==> src/rtl/cgm_pkg.sv <==
package cgm_pkg;
  // control registers sit directly above the group mask registers
  typedef enum logic [2:0] {
    K_IER  = 3'd0,
    K_IDR  = 3'd1,
    K_IMR  = 3'd2,
    K_ICR  = 3'd3,
    K_STAT = 3'd4
  } ctrl_kind_e;

  localparam int unsigned NUM_CTRL  = 5;
  localparam int unsigned READY_BIT = 0;
endpackage

==> src/rtl/cgm_mask_regs.sv <==
module cgm_mask_regs #(
  parameter int unsigned NUM_GRP = 2,
  parameter int unsigned NUM_DOM = 8,
  parameter int unsigned ADDR_W  = 3
) (
  input  logic                       clk_i,
  input  logic                       rst_ni,
  input  logic                       wr_en_i,
  input  logic [ADDR_W-1:0]          wr_addr_i,
  input  logic [NUM_DOM-1:0]         wr_data_i,
  output logic [NUM_GRP*NUM_DOM-1:0] mask_o,
  output logic                       mask_wr_o
);
  logic [NUM_GRP-1:0] hit;

  for (genvar g = 0; g < NUM_GRP; g++) begin : g_grp
    logic [NUM_DOM-1:0] mask_q;
    assign hit[g] = wr_en_i && (wr_addr_i == ADDR_W'(g));

    always_ff @(posedge clk_i or negedge rst_ni) begin
      if (!rst_ni)     mask_q <= '1;
      else if (hit[g]) mask_q <= wr_data_i;
    end

    assign mask_o[g*NUM_DOM +: NUM_DOM] = mask_q;
  end

  assign mask_wr_o = |hit;
endmodule

==> src/rtl/cgm_sync.sv <==
module cgm_sync #(
  parameter int unsigned W      = 16,
  parameter int unsigned STAGES = 2
) (
  input  logic         clk_i,
  input  logic         rst_ni,
  input  logic [W-1:0] d_i,
  output logic [W-1:0] gate_o
);
  logic [STAGES-1:0][W-1:0] pipe_q;
  logic [W-1:0]             gate_q;

  always_ff @(posedge clk_i or negedge rst_ni) begin
    if (!rst_ni) begin
      pipe_q <= '1;
      gate_q <= '1;
    end else begin
      pipe_q[0] <= d_i;
      for (int i = 1; i < int'(STAGES); i++) pipe_q[i] <= pipe_q[i-1];
      gate_q <= pipe_q[STAGES-1];
    end
  end

  assign gate_o = gate_q;
endmodule

==> src/rtl/cgm_ready.sv <==
module cgm_ready #(
  parameter int unsigned DELAY = 3
) (
  input  logic clk_i,
  input  logic rst_ni,
  input  logic mask_wr_i,
  input  logic ier_set_i,
  input  logic idr_set_i,
  input  logic icr_clr_i,
  output logic ready_o,
  output logic imr_o,
  output logic irq_o
);
  localparam int unsigned CNT_W = $clog2(DELAY + 1);

  logic [CNT_W-1:0] cnt_q;
  logic             ready_q;
  logic             imr_q;

  always_ff @(posedge clk_i or negedge rst_ni) begin
    if (!rst_ni)            cnt_q <= '0;
    else if (mask_wr_i)     cnt_q <= CNT_W'(DELAY);
    else if (cnt_q != '0)   cnt_q <= cnt_q - 1'b1;
  end

  // write clears first, completion beats a software clear
  always_ff @(posedge clk_i or negedge rst_ni) begin
    if (!rst_ni)                    ready_q <= 1'b1;
    else if (mask_wr_i)             ready_q <= 1'b0;
    else if (cnt_q == CNT_W'(1))    ready_q <= 1'b1;
    else if (icr_clr_i)             ready_q <= 1'b0;
  end

  always_ff @(posedge clk_i or negedge rst_ni) begin
    if (!rst_ni)        imr_q <= 1'b0;
    else if (ier_set_i) imr_q <= 1'b1;
    else if (idr_set_i) imr_q <= 1'b0;
  end

  assign ready_o = ready_q;
  assign imr_o   = imr_q;
  assign irq_o   = ready_q & imr_q;

  a_r2_write_clears: assert property (@(posedge clk_i) disable iff (!rst_ni)
    mask_wr_i |=> !ready_q);
  a_r4_pending_not_ready: assert property (@(posedge clk_i) disable iff (!rst_ni)
    (cnt_q != '0) |-> !ready_q);
  a_r7_fall_cause: assert property (@(posedge clk_i) disable iff (!rst_ni)
    $fell(ready_q) |-> $past(mask_wr_i || icr_clr_i));
endmodule

==> src/rtl/clk_gate_mask.sv <==
module clk_gate_mask
  import cgm_pkg::*;
#(
  parameter int unsigned NUM_GRP     = 2,
  parameter int unsigned NUM_DOM     = 8,
  parameter int unsigned ADDR_W      = 3,
  parameter int unsigned SYNC_STAGES = 2
) (
  input  logic                       clk_i,
  input  logic                       rst_ni,
  input  logic                       wr_en_i,
  input  logic [ADDR_W-1:0]          wr_addr_i,
  input  logic [NUM_DOM-1:0]         wr_data_i,
  input  logic [ADDR_W-1:0]          rd_addr_i,
  output logic [NUM_DOM-1:0]         rd_data_o,
  input  logic [NUM_GRP*NUM_DOM-1:0] sleep_stop_i,
  output logic [NUM_GRP*NUM_DOM-1:0] gate_en_o,
  output logic                       irq_o
);
  localparam int unsigned W     = NUM_GRP * NUM_DOM;
  localparam int unsigned DELAY = SYNC_STAGES + 1;
  localparam logic [ADDR_W-1:0] A_IER  = ADDR_W'(NUM_GRP + int'(K_IER));
  localparam logic [ADDR_W-1:0] A_IDR  = ADDR_W'(NUM_GRP + int'(K_IDR));
  localparam logic [ADDR_W-1:0] A_IMR  = ADDR_W'(NUM_GRP + int'(K_IMR));
  localparam logic [ADDR_W-1:0] A_ICR  = ADDR_W'(NUM_GRP + int'(K_ICR));
  localparam logic [ADDR_W-1:0] A_STAT = ADDR_W'(NUM_GRP + int'(K_STAT));

  logic [W-1:0] mask_q;
  logic [W-1:0] gate_q;
  logic         mask_wr;
  logic         ready;
  logic         imr;
  logic         ier_set, idr_set, icr_clr;

  cgm_mask_regs #(.NUM_GRP(NUM_GRP), .NUM_DOM(NUM_DOM), .ADDR_W(ADDR_W)) i_regs (
    .clk_i, .rst_ni, .wr_en_i, .wr_addr_i, .wr_data_i,
    .mask_o(mask_q), .mask_wr_o(mask_wr)
  );

  cgm_sync #(.W(W), .STAGES(SYNC_STAGES)) i_sync (
    .clk_i, .rst_ni, .d_i(mask_q), .gate_o(gate_q)
  );

  assign ier_set = wr_en_i && (wr_addr_i == A_IER) && wr_data_i[READY_BIT];
  assign idr_set = wr_en_i && (wr_addr_i == A_IDR) && wr_data_i[READY_BIT];
  assign icr_clr = wr_en_i && (wr_addr_i == A_ICR) && wr_data_i[READY_BIT];

  cgm_ready #(.DELAY(DELAY)) i_ready (
    .clk_i, .rst_ni, .mask_wr_i(mask_wr),
    .ier_set_i(ier_set), .idr_set_i(idr_set), .icr_clr_i(icr_clr),
    .ready_o(ready), .imr_o(imr), .irq_o
  );

  // sleep stop bypasses the synchronizer and wins over the mask
  assign gate_en_o = gate_q & ~sleep_stop_i;

  always_comb begin
    rd_data_o = '0;
    for (int g = 0; g < int'(NUM_GRP); g++)
      if (rd_addr_i == ADDR_W'(g)) rd_data_o = mask_q[g*NUM_DOM +: NUM_DOM];
    if (rd_addr_i == A_IMR)  rd_data_o[READY_BIT] = imr;
    if (rd_addr_i == A_STAT) rd_data_o[READY_BIT] = ready;
  end

  a_r3_ready_matches: assert property (@(posedge clk_i) disable iff (!rst_ni)
    ready |-> (gate_q == mask_q));
  a_r1_settled_stable: assert property (@(posedge clk_i) disable iff (!rst_ni)
    (ready && !mask_wr) |=> $stable(gate_q));
  initial a_r9_map_fits: assert (NUM_GRP + NUM_CTRL <= (1 << ADDR_W));
endmodule

==> config.mk <==
export PLATFORM = sky130hd
export DESIGN_NAME = clk_gate_mask
export DESIGN_NICKNAME = d
export VERILOG_FILES = /design/src/rtl/cgm_pkg.sv /design/src/rtl/cgm_mask_regs.sv /design/src/rtl/cgm_sync.sv /design/src/rtl/cgm_ready.sv /design/src/rtl/clk_gate_mask.sv
export SDC_FILE = /design/constraint.sdc
export NUM_CORES = 1
export LEC_CHECK = 0
export BUFFER_PORTS_ARGS = -buffer_cell sky130_fd_sc_hd__buf_2
export CAP_MARGIN = 5
export CORE_MARGIN = 2
export CORE_UTILIZATION = 45
export CTS_CLUSTER_SIZE = 12
export DETAILED_ROUTE_END_ITERATION = 7
export PLACE_DENSITY = 0.79
export SLEW_MARGIN = 10
export SYNTH_ARGS = -nofsm -noshare
export SYNTH_HDL_FRONTEND = slang
export SYNTH_HIERARCHICAL = 1
export SYNTH_SLANG_ARGS = --single-unit
==> constraint.sdc <==
create_clock -name clk_i -period 1.3 [get_ports clk_i]
set_input_delay 0.065 -clock clk_i [delete_from_list [all_inputs] [get_ports clk_i]]
set_output_delay 0.065 -clock clk_i [all_outputs]
set_load 0.1 [all_outputs]
==> flow_summary.yaml <==
run_status:
  outcome: "finished with violations"
  violations: "negative setup slack"
synth:
  netlist_area_mm2: 0.00239
  yosysWarnings: 6
  avgSynthCellArea_um2: 16.4
  syn_nets: 181
  yosys_register_bits: 68
  synth_mux_area_share_pct: 10.9
  synth-xor-area-share_pct: 0.366
  synth_compound_area_share_pct: 1.78
  synth_fa_ha_area_share_pct: 1.04
  synth_top_family_by_area: "multiplexers"
  synth_cell_types: 26
  yosys.area_share.simple_pct: 9.98
  synth_cells: 146
  yosysSeqAreaShare_pct: 74.5
finish:
  final_common_cell: "dfstp_2"
  num-nets-final: 259
  final_cells: 299
  area_growth_pct: 51.8
  layout_common_cells: "65 x dfstp_2, 32 x buf_2, 26 x buf_12, 16 x nor2b_4, 16 x mux2_2"
  drive_above_1_share_pct: 81.7
  n_antenna_cell: 0
clocking:
  clock-sinks: 68
  htreeDepth: 3
  clkLatencyLatePin_ns: 0.33
  clock_path_buffers: 2
  cts_inserted_buffers: 9
  cts_tree: "done"
  clkTransAtPathRegs_ns: 0.07
  root_buffer: "clkbuf_8"
place:
  place_hpwl_um: 2670
  gp_congestion: 0.715
  portBuffers: 57
  dp_cells: 274
timing:
  fmax_mhz: 653
  whs_ns: 0.0228
  tightest_slew_ns: 0.347
  fin_crit_sh_pct: 118
  setup_ws_ns: -0.232
  hold_viol_final: 0
  slew-limit-headroom_pct: 76.8
  setup_viol: 8
  fin_skew_ns: 0.00483
  rsz0062_at_grt: "yes"
  post-route-min-period_ns: 1.53
  slew_violations: 0
grt:
  grtUsageTotal_pct: 15.4
  grt_pass1_wl_um: 6960
  grt_pass1_vias: 1522
  grt_antenna_before_repair: 0
  grt_overflow_total: 0
  grt_max_degree: 69
critical_path:
  critical_path_class: "reg -> out"
  required_ns: 1.24
  path_cells: "mux2i_1 > o21a_2 > o22ai_4 > buf_12"
  cp.arrival_ns: 1.47
  cp_slowest_cell: "dfstp_2"
  start_kind: "register"
  cp_slowest_stage_delay_ns: 0.54
  crit_fanout: 2
  endpoint_kind: "primary output"
hold_path:
  hp-class: "in -> reg"
detailed_routing:
  vias_per_cell: 4.63
  first_iter_violations: 75
  drcViolationCount: 0
  first_pass_iters: 4
  routed_wl_um: 4020
  vias: 1385
  ant_nets: 0
  avgRoutedWirePerCell_um: 13.4
die:
  core.rowCount: 26
  start_util_pct: 46.9
  die_height_um: 77.0
  dieArea_mm2: 0.00592
  die_x_um: 77.0
  coreArea_mm2: 0.00511
  io_pins: 58
job:
  cap_violations: 0
power:
  leakage_nw: 1.54
  irDropWorstVdd_uv: 1440
  p_per_area_mw_per_mm2: 1880
-- per-stage QoR --
| stage | worst slack [ns] | setup TNS, ns | power (W) | instance area [µm²] | utilization [%] |
|---|---|---|---|---|---|
| CTS | -0.252 | -0.808 | 0.00692 | 3630 | 71.1 |
| detailed placement | 0.112 | 0 | 0.00515 | 3340 | 65.4 |
| global placement | 0.140 | 0 | 0.00508 | 3340 | 65.4 |
| global route | -0.277 | -1.07 | 0.00713 | 3630 | 71.2 |
| floorplan | -0.0812 | -0.151 | 0.00443 | 2570 | - |
| finish | -0.232 | -0.619 | 0.00684 | 3630 | 71.2 |
-- registers in the layout (all words and copies together), names as in the netlist --
| register | count |
|---|---|
| i_ready/cnt_q | 2 |
| i_regs/g_grp.mask_q | 16 |
| i_ready/imr_o | 1 |
| i_ready/ready_o | 1 |
| i_sync/pipe_q | 32 |
| i_sync/gate_o | 16 |
-- cell usage after synthesis --
master | n | share of area (%)
nand2b_1 | 2 | 0.52
and2_1 | 1 | 0.26
o21a_2 | 1 | 0.37
mux2_2 | 16 | 7.5
ha_1 | 2 | 1.0
inv_1 | 4 | 0.63
a21o_1 | 1 | 0.31
nand3b_1 | 1 | 0.31
nand2_1 | 3 | 0.47
nor3b_1 | 2 | 0.63
dfrtp_1 | 3 | 3.1
nor3_1 | 1 | 0.21
or2_1 | 1 | 0.26
nor2_1 | 9 | 1.4
nor4b_4 | 1 | 0.99
buf_6 | 1 | 0.47
buf_2 | 2 | 0.42
xor2_1 | 1 | 0.37
o22ai_2 | 1 | 0.52
nand3_1 | 1 | 0.21
and4bb_2 | 1 | 0.52
a21oi_1 | 1 | 0.21
a211o_1 | 1 | 0.37
mux2i_1 | 8 | 3.3
nor2b_1 | 16 | 4.2
dfstp_2 | 65 | 71
-- worst max-delay path: cells and delay by family (launching register included) --
kind / cells / cell delay [ns]
flops: 1 / 0.54
compound gates: 2 / 0.33
buf+inv: 1 / 0.19
mux: 1 / 0.07
-- routing by layer --
metal  wire length, µm  share of wire, %  GRT usage (%)
met1              1660                41           17.4
met2              2100                52           26.1
met3               197               4.9           4.35
met4                65               1.6           8.73
met5                 0                 0              0
-- logic make-up (layout without fill, tap and decap cells) --
family | after synthesis | after routing
simple gates | 39 | 39
fa+ha+maj | 2 | 2
xor+xnor | 1 | 1
compound gates | 5 | 5
mux | 24 | 24
buf+inv | 7 | 90
flops | 68 | 68
-- where the power goes --
group	switching, W	internal, W	leakage [nW]
Sequential	0.000219	0.00293	0.717
Clock	0.000773	0.000933	0.0983
Combinational	0.00116	0.000826	0.723
Total	0.00215	0.00469	1.54
-- area by class of cell --
cell class | count | area, µm²
sequential | 68 | 1780
fill | 326 | 1470
inverter | 4 | 15.0
timing repair buffer | 70 | 791
clock buffer | 10 | 138
multi-input combinational | 71 | 757
clock inverter | 6 | 63.8
tap | 70 | 87.6
-- final timing paths --
kind | startpoint | end | slack (ns) | depth (start not counted)
max in group asynchronous | rst_ni | i_sync/pipe_q[2] | 0.70 | 3
worst max register to register | i_ready/cnt_q[0] | i_ready/cnt_q[1] | 0.17 | 4
worst max-delay path | i_regs/g_grp[0].mask_q[0] | rd_data_o[0] | -0.23 | 4
worst min register to register | i_sync/pipe_q[0] | i_sync/pipe_q[16] | 0.35 | 0
worst min-delay path | wr_data_i[0] | i_regs/g_grp[0].mask_q[0] | 0.02 | 2
min in group asynchronous | rst_ni | i_ready/cnt_q[0] | 0.30 | 3
-- what timing repair did --
action	CTS	global route
setup buffers	1	0
endpoints found under the setup margin	9	10
hold buffers	8	0
resized for setup	0	1
endpoints found under the hold margin	17	0
Power figures use the tool's default switching activity.
